File: src/rtl/bpm_pkg.sv
package bpm_pkg;
  localparam int NUM_EVT = 4;
  localparam int CYC_BIT = 31;
  localparam logic [1:0] MODE_MANUAL = 2'd0;

  localparam int W_CTRL   = 0;
  localparam int W_ENSET  = 1;
  localparam int W_ENCLR  = 2;
  localparam int W_IESET  = 3;
  localparam int W_IECLR  = 4;
  localparam int W_FLAG   = 5;
  localparam int W_CYC    = 6;
  localparam int W_SEL0   = 8;
  localparam int W_CNT0   = 12;
  localparam int W_CNT3HI = 16;

  typedef enum logic [1:0] {
    SEL_NONE = 2'd0,
    SEL_RD   = 2'd1,
    SEL_WR   = 2'd2,
    SEL_BOTH = 2'd3
  } evt_sel_e;

  typedef struct packed {
    logic                          run;
    logic                          cycEn;
    logic [NUM_EVT-1:0]            evtEn;
    logic                          clrEvt;
    logic                          clrCyc;
    logic [NUM_EVT-1:0][1:0]       sel;
  } strobe_t;
endpackage

File: src/rtl/bpm_datapath.sv
module bpm_datapath
  import bpm_pkg::*;
#(
  parameter int CNT_W  = 32,
  parameter int WIDE_W = 40,
  parameter int CYC_W  = 32
) (
  input  logic                           clk,
  input  logic                           rstN,
  input  strobe_t                        strb,
  input  logic                           rdBeat,
  input  logic                           wrBeat,
  output logic [CYC_W-1:0]               cycCnt,
  output logic [NUM_EVT-1:0][WIDE_W-1:0] evtCnt,
  output logic                           cycWrap,
  output logic [NUM_EVT-1:0]             evtWrap
);
  logic [CYC_W:0] cycSum;
  logic           cycGo;

  assign cycGo   = strb.run && strb.cycEn;
  assign cycSum  = {1'b0, cycCnt} + {{CYC_W{1'b0}}, 1'b1};
  assign cycWrap = cycGo && !strb.clrCyc && cycSum[CYC_W];

  always_ff @(posedge clk or negedge rstN) begin
    if (!rstN)            cycCnt <= '0;
    else if (strb.clrCyc) cycCnt <= '0;
    else if (cycGo)       cycCnt <= cycSum[CYC_W-1:0];
  end

  for (genvar i = 0; i < NUM_EVT; i++) begin : g_evt
    localparam int W = (i == NUM_EVT-1) ? WIDE_W : CNT_W;
    logic [W-1:0] cnt;
    logic [W:0]   sum;
    logic [1:0]   step;
    logic         go;

    always_comb begin
      unique case (evt_sel_e'(strb.sel[i]))
        SEL_RD:   step = {1'b0, rdBeat};
        SEL_WR:   step = {1'b0, wrBeat};
        SEL_BOTH: step = {1'b0, rdBeat} + {1'b0, wrBeat};
        default:  step = 2'd0;
      endcase
    end

    assign go         = strb.run && strb.evtEn[i];
    assign sum        = {1'b0, cnt} + (W+1)'(step);
    assign evtWrap[i] = go && !strb.clrEvt && sum[W];
    assign evtCnt[i]  = WIDE_W'(cnt);

    always_ff @(posedge clk or negedge rstN) begin
      if (!rstN)            cnt <= '0;
      else if (strb.clrEvt) cnt <= '0;
      else if (go)          cnt <= sum[W-1:0];
    end
  end


  cyc_frozen_chk: assert property (@(posedge clk) disable iff (!rstN)
    (!cycGo && !strb.clrCyc) |=> $stable(cycCnt));


  evt_clear_chk: assert property (@(posedge clk) disable iff (!rstN)
    strb.clrEvt |=> (evtCnt[0] == '0 && evtCnt[NUM_EVT-1] == '0));


  evt_step_chk: assert property (@(posedge clk) disable iff (!rstN)
    !strb.clrEvt |=> (CNT_W'(evtCnt[0][CNT_W-1:0] - $past(evtCnt[0][CNT_W-1:0])) <= CNT_W'(2)));
endmodule

File: src/rtl/bpm_ctrl.sv
module bpm_ctrl
  import bpm_pkg::*;
#(
  parameter int ADDR_W = 8,
  parameter int CNT_W  = 32,
  parameter int WIDE_W = 40,
  parameter int CYC_W  = 32
) (
  input  logic                           clk,
  input  logic                           rstN,
  input  logic                           wrEn,
  input  logic                           rdEn,
  input  logic [ADDR_W-1:0]              addr,
  input  logic [31:0]                    wrData,
  output logic [31:0]                    rdData,
  output logic                           irq,
  output strobe_t                        strb,
  input  logic [CYC_W-1:0]               cycCnt,
  input  logic [NUM_EVT-1:0][WIDE_W-1:0] evtCnt,
  input  logic                           cycWrap,
  input  logic [NUM_EVT-1:0]             evtWrap
);
  localparam int WORD_W = ADDR_W - 2;
  localparam logic [31:0] BIT_MASK = (32'd1 << CYC_BIT) | ((32'd1 << NUM_EVT) - 32'd1);

  logic [WORD_W-1:0]       wordIdx;
  logic                    glbEn, rstEvtPend, rstCycPend;
  logic [1:0]              mode;
  logic [31:0]             cntEn, intEn, flags, wrMask, wrapBits;
  logic [NUM_EVT-1:0][1:0] sel;

  assign wordIdx  = addr[ADDR_W-1:2];
  assign wrMask   = wrData & BIT_MASK;
  assign wrapBits = (32'(cycWrap) << CYC_BIT) | 32'(evtWrap);

  function automatic logic hit(input logic [WORD_W-1:0] idx, input int w);
    return idx == WORD_W'(w);
  endfunction

  always_ff @(posedge clk or negedge rstN) begin
    if (!rstN) begin
      glbEn <= 1'b0; mode <= MODE_MANUAL;
      rstEvtPend <= 1'b0; rstCycPend <= 1'b0;
      cntEn <= '0; intEn <= '0; flags <= '0; sel <= '0;
    end else begin
      rstEvtPend <= 1'b0;
      rstCycPend <= 1'b0;
      flags      <= (flags & ~((wrEn && hit(wordIdx, W_FLAG)) ? wrMask : 32'd0)) | wrapBits;
      if (wrEn) begin
        if (hit(wordIdx, W_CTRL)) begin
          glbEn      <= wrData[0];
          rstEvtPend <= wrData[1];
          rstCycPend <= wrData[2];
          mode       <= wrData[5:4];
        end
        if (hit(wordIdx, W_ENSET)) cntEn <= cntEn | wrMask;
        if (hit(wordIdx, W_ENCLR)) cntEn <= cntEn & ~wrMask;
        if (hit(wordIdx, W_IESET)) intEn <= intEn | wrMask;
        if (hit(wordIdx, W_IECLR)) intEn <= intEn & ~wrMask;
        for (int i = 0; i < NUM_EVT; i++)
          if (hit(wordIdx, W_SEL0 + i)) sel[i] <= wrData[1:0];
      end
    end
  end

  always_comb begin
    strb.run    = glbEn && (mode == MODE_MANUAL);
    strb.cycEn  = cntEn[CYC_BIT];
    strb.evtEn  = cntEn[NUM_EVT-1:0];
    strb.clrEvt = rstEvtPend;
    strb.clrCyc = rstCycPend;
    strb.sel    = sel;
  end

  assign irq = |(flags & intEn);

  always_comb begin
    rdData = 32'd0;
    if (rdEn) begin
      if (hit(wordIdx, W_CTRL))
        rdData = {26'd0, mode, 1'b0, rstCycPend, rstEvtPend, glbEn};
      if (hit(wordIdx, W_ENSET) || hit(wordIdx, W_ENCLR)) rdData = cntEn;
      if (hit(wordIdx, W_IESET) || hit(wordIdx, W_IECLR)) rdData = intEn;
      if (hit(wordIdx, W_FLAG))   rdData = flags;
      if (hit(wordIdx, W_CYC))    rdData = 32'(cycCnt);
      if (hit(wordIdx, W_CNT3HI)) rdData = 32'(evtCnt[NUM_EVT-1][WIDE_W-1:CNT_W]);
      for (int i = 0; i < NUM_EVT; i++) begin
        if (hit(wordIdx, W_SEL0 + i)) rdData = {30'd0, sel[i]};
        if (hit(wordIdx, W_CNT0 + i)) rdData = 32'(evtCnt[i][CNT_W-1:0]);
      end
    end
  end


  en_set_chk: assert property (@(posedge clk) disable iff (!rstN)
    (wrEn && hit(wordIdx, W_ENSET)) |=> ((cntEn & $past(wrMask)) == $past(wrMask)));


  flag_set_chk: assert property (@(posedge clk) disable iff (!rstN)
    evtWrap[0] |=> flags[0]);


  irq_quiet_chk: assert property (@(posedge clk) disable iff (!rstN)
    (flags == 32'd0) |-> !irq);
endmodule

File: src/rtl/bpm_monitor.sv
module bpm_monitor
  import bpm_pkg::*;
#(
  parameter int ADDR_W = 8,
  parameter int CNT_W  = 32,
  parameter int WIDE_W = 40,
  parameter int CYC_W  = 32
) (
  input  logic              clk,
  input  logic              rst_n,
  input  logic              wr_en,
  input  logic              rd_en,
  input  logic [ADDR_W-1:0] addr,
  input  logic [31:0]       wr_data,
  output logic [31:0]       rd_data,
  input  logic              rd_beat,
  input  logic              wr_beat,
  output logic              irq
);
  strobe_t                        strb;
  logic [CYC_W-1:0]               cycCnt;
  logic [NUM_EVT-1:0][WIDE_W-1:0] evtCnt;
  logic                           cycWrap;
  logic [NUM_EVT-1:0]             evtWrap;

  bpm_ctrl #(.ADDR_W(ADDR_W), .CNT_W(CNT_W), .WIDE_W(WIDE_W), .CYC_W(CYC_W)) u_ctrl (
    .clk(clk), .rstN(rst_n), .wrEn(wr_en), .rdEn(rd_en), .addr(addr),
    .wrData(wr_data), .rdData(rd_data), .irq(irq), .strb(strb),
    .cycCnt(cycCnt), .evtCnt(evtCnt), .cycWrap(cycWrap), .evtWrap(evtWrap));

  bpm_datapath #(.CNT_W(CNT_W), .WIDE_W(WIDE_W), .CYC_W(CYC_W)) u_dp (
    .clk(clk), .rstN(rst_n), .strb(strb), .rdBeat(rd_beat), .wrBeat(wr_beat),
    .cycCnt(cycCnt), .evtCnt(evtCnt), .cycWrap(cycWrap), .evtWrap(evtWrap));
endmodule

File: config.mk
export PLATFORM = sky130hd
export DESIGN_NAME = bpm_monitor
export DESIGN_NICKNAME = d
export VERILOG_FILES = /design/src/rtl/bpm_pkg.sv /design/src/rtl/bpm_datapath.sv /design/src/rtl/bpm_ctrl.sv /design/src/rtl/bpm_monitor.sv
export SDC_FILE = /design/constraint.sdc
export NUM_CORES = 1
export LEC_CHECK = 0
export BUFFER_PORTS_ARGS = -buffer_cell sky130_fd_sc_hd__clkbuf_2
export CORE_AREA = 2 2 133 167
export CTS_BUF_LIST = sky130_fd_sc_hd__clkbuf_2 sky130_fd_sc_hd__clkbuf_4 sky130_fd_sc_hd__clkbuf_8
export DETAILED_ROUTE_END_ITERATION = 10
export DIE_AREA = 0 0 135 169
export PLACE_DENSITY = 0.74
export SYNTH_ARGS = -nofsm -noshare
export SYNTH_HDL_FRONTEND = slang
export SYNTH_SLANG_ARGS = --single-unit
export TNS_END_PERCENT = 100
File: constraint.sdc
create_clock -name clk -period 2.79 [get_ports clk]
set_input_delay 0.558 -clock clk [delete_from_list [all_inputs] [get_ports clk]]
set_output_delay 0.558 -clock clk [all_outputs]
set_load 0.02 [all_outputs]
==> qor.csv <==
metric,value,unit
dieArea,0.0228,mm²
final_cell_mix,"dfrtp_1 (193), nor2_1 (145), buf_4 (103)",
synth_seq_cells,196,
diodes,0,
insertion_delay,480,ps
grt-ovfl-total,0,
crit_arrival,2320,ps
async_flop_share,1.00,
pwr-share-seq,0.560,
rows,60,
p_clk_frac,0.328,
leakagePower,6.03,nW
dr_wl_met2,16800,µm
cp-end-kind,output pin,
wl_per_cell,21.4,µm
cp.required,2230,ps
grt_pass1_vias,10200,
net-switching-power,1.61,mW
final_util,0.646,
fill_cells,1714,
io_buffers,51,
power.total,5.59,mW
routed_wl,35300,µm
yosys.cell_types.count,65,
drive_gt1_frac,0.223,
clkSlewWorstSetupHoldPaths,110,ps
fmax,348,MHz
setup_viol,13,
switching_share,0.287,
syn-instance-count,1235,
min_period_over_period,1.03,
path_class,in2out,
clockBufferDepth,2,
die_h,169,µm
syn-mean-instance-area,9.15,µm²
route.vias.total,10600,
ios,79,
met3_length,2650,µm
cts_root_buffer,clkbuf_8,
cts-hold-fix-buffers,0,
wirelength_met1,13900,µm
synth-main-ff-cell,dfrtp_1,
min_period,2880,ps
hold_class,in2async,
slew_headroom,0.479,
drtAntennaViolNets,0,
hold_viol,0,
die_w,135,µm
comb_power_share,0.112,
core,0.0213,mm²
syn_area,0.0113,mm²
grt_pass1_wl,55200,µm
status,"complete, but fails checks",
fin_ws,-86.4,ps
numCtsBuffers,17,
top_layer,met4,
crit_path_start_kind,input port,
yosysWarningCount,0,
routed_via_density,6.44,
design_area,0.0138,mm²
fin_nets,1415,
antenna_found_initial,0,
drcViolationCount,0,
grt_usage,0.310,
path_max_fanout,5,
worstMarginPinSlew,782,ps
cts_tree,yes,
clkSinkCount,196,
maxCapViolations,0,
syn-num-nets,1295,
final_common_cell,dfrtp_1,
post_dp_cell_area,0.0127,mm²
rsz0062_at_grt,yes,
htreeDepth,4,
post-place-ws,-393,ps
irDropWorstVdd,306,µV
power.internal,3.99,mW
drv_slew,0,
violations,setup timing,
gp_congestion,0.944,
synth_edf_count,0,
initial_core_util,0.530,
first_iter_violations,1219,
area_growth_syn_to_layout,21.9,%
dp_hpwl,24100,µm
grt_max_degree,141,
fin_worst_skew,15.6,ps
p_per_area,406,mW/mm²
yosysSeqAreaShare,0.434,
drtPass1Iterations,7,
## timing repair
action,in CTS,in global routing
gates resized for setup,56,57
gates cloned,1,4
pin swaps,25,36
buffers inserted,2,16
endpoints found under the setup margin,30,54
## kinds of logic (layout without fill, tap and decap cells)
family | after synthesis | in the layout | share of synthesized area
fa+ha+maj | 14 | 14 | 0.0182
buf+inv | 103 | 236 | 0.0353
flops | 196 | 196 | 0.434
mux | 38 | 38 | 0.0369
compound gates | 224 | 224 | 0.130
xor+xnor | 121 | 121 | 0.0938
simple gates | 539 | 539 | 0.251
## critical path: stages
cell and delay [ps]:
buf_6 90, or4b_4 570, nor2_4 200, buf_6 130
buf_12 120, a222oi_1 110, a31oi_1 320, buf_4 210
## Yosys cell counts (3+ instances only)
| library cell | n | share of area |
|---|---|---|
| dfrtp_1 | 196 | 0.43 |
| nor2_1 | 150 | 0.050 |
| xor2_1 | 91 | 0.071 |
| nand2_1 | 86 | 0.029 |
| nand3_1 | 77 | 0.034 |
| a21oi_1 | 70 | 0.031 |
| clkbuf_1 | 64 | 0.021 |
| nand4_1 | 52 | 0.029 |
| o21ai_0 | 46 | 0.020 |
| a22oi_1 | 37 | 0.025 |
| and3_1 | 36 | 0.020 |
| or3_1 | 35 | 0.019 |
| inv_1 | 30 | 0.010 |
| xnor2_1 | 30 | 0.023 |
| mux2_2 | 29 | 0.029 |
| a222oi_1 | 28 | 0.025 |
| and4_1 | 25 | 0.019 |
| nor3_1 | 15 | 0.0066 |
| nor4_1 | 11 | 0.0061 |
| ha_1 | 10 | 0.011 |
| and2_1 | 9 | 0.0050 |
| mux2i_1 | 9 | 0.0080 |
| a31oi_1 | 8 | 0.0044 |
| nor2b_1 | 8 | 0.0044 |
| buf_2 | 7 | 0.0031 |
| o31ai_1 | 6 | 0.0040 |
| nand2b_1 | 5 | 0.0028 |
| nand4bb_1 | 5 | 0.0050 |
| or4_1 | 5 | 0.0033 |
| a21o_1 | 4 | 0.0027 |
| fa_1 | 4 | 0.0071 |
| o211ai_1 | 4 | 0.0027 |
| a221oi_1 | 3 | 0.0023 |
| nor3b_1 | 3 | 0.0020 |
## cell type report
| type | instances | area (µm²) | share of cell area |
|---|---|---|---|
| repair buffers | 174 | 1670 | 0.121 |
| clock inverters | 14 | 144 | 0.0104 |
| well taps | 279 | 349 | 0.0253 |
| multi-input cells | 936 | 6350 | 0.461 |
| clock buffers | 18 | 241 | 0.0175 |
| flip-flops and latches | 196 | 4910 | 0.356 |
| inverters | 30 | 113 | 0.00817 |
## through the flow
stage	TNS, ps	instances	hold slack [ps]
3_5_place_dp	-19850	1593	539
6_report	-586	1647	26.0
5_1_grt	-950	1647	54.2
3_3_place_gp	-14890	1593	524
4_1_cts	-235	1628	40.6
2_1_floorplan	0	1235	262
## sequential cells by signal, indices dropped and copies added, names as in the netlist, named ones only
| register | cells |
|---|---|
| u_ctrl.rstCycPend | 1 |
| u_ctrl.mode | 2 |
| u_ctrl.glbEn | 1 |
| u_dp.g_evt.cnt | 136 |
| u_ctrl.rstEvtPend | 1 |
| u_ctrl.strb | 8 |
| u_ctrl.flags | 5 |
| u_dp.cycCnt | 32 |
## routing by layer
layer	vias up	global-route usage
li1	4743	-
met4	0	0.157
met2	504	0.497
met1	5254	0.411
met3	107	0.0419
met5	-	0
## path summary, 6_finish.rpt
path,start,to,slack (ps),cells after the start
min in group clk,wr_data[4],u_ctrl.mode[0],300,2
max in group asynchronous,rst_n,u_dp.g_evt[0].cnt[22],1990,2
worst max-delay path,addr[5],rd_data[3],-90,8
worst min-delay path,rst_n,u_dp.g_evt[3].cnt[8],30,1
worst max register to register,u_ctrl.strb[0],u_ctrl.flags[0],120,11
worst min register to register,u_ctrl.flags[0],u_ctrl.flags[0],560,1
## power groups by stage
stage,logic [mW],registers (mW),clock network [mW]
after floorplan,0.359,3.11,0
after global placement,0.540,3.17,0
after detailed placement,0.565,3.18,0
after CTS,0.580,3.13,1.86
after global routing,0.693,3.15,1.96
final,0.626,3.13,1.84
(Power assumes the default switching activity.)
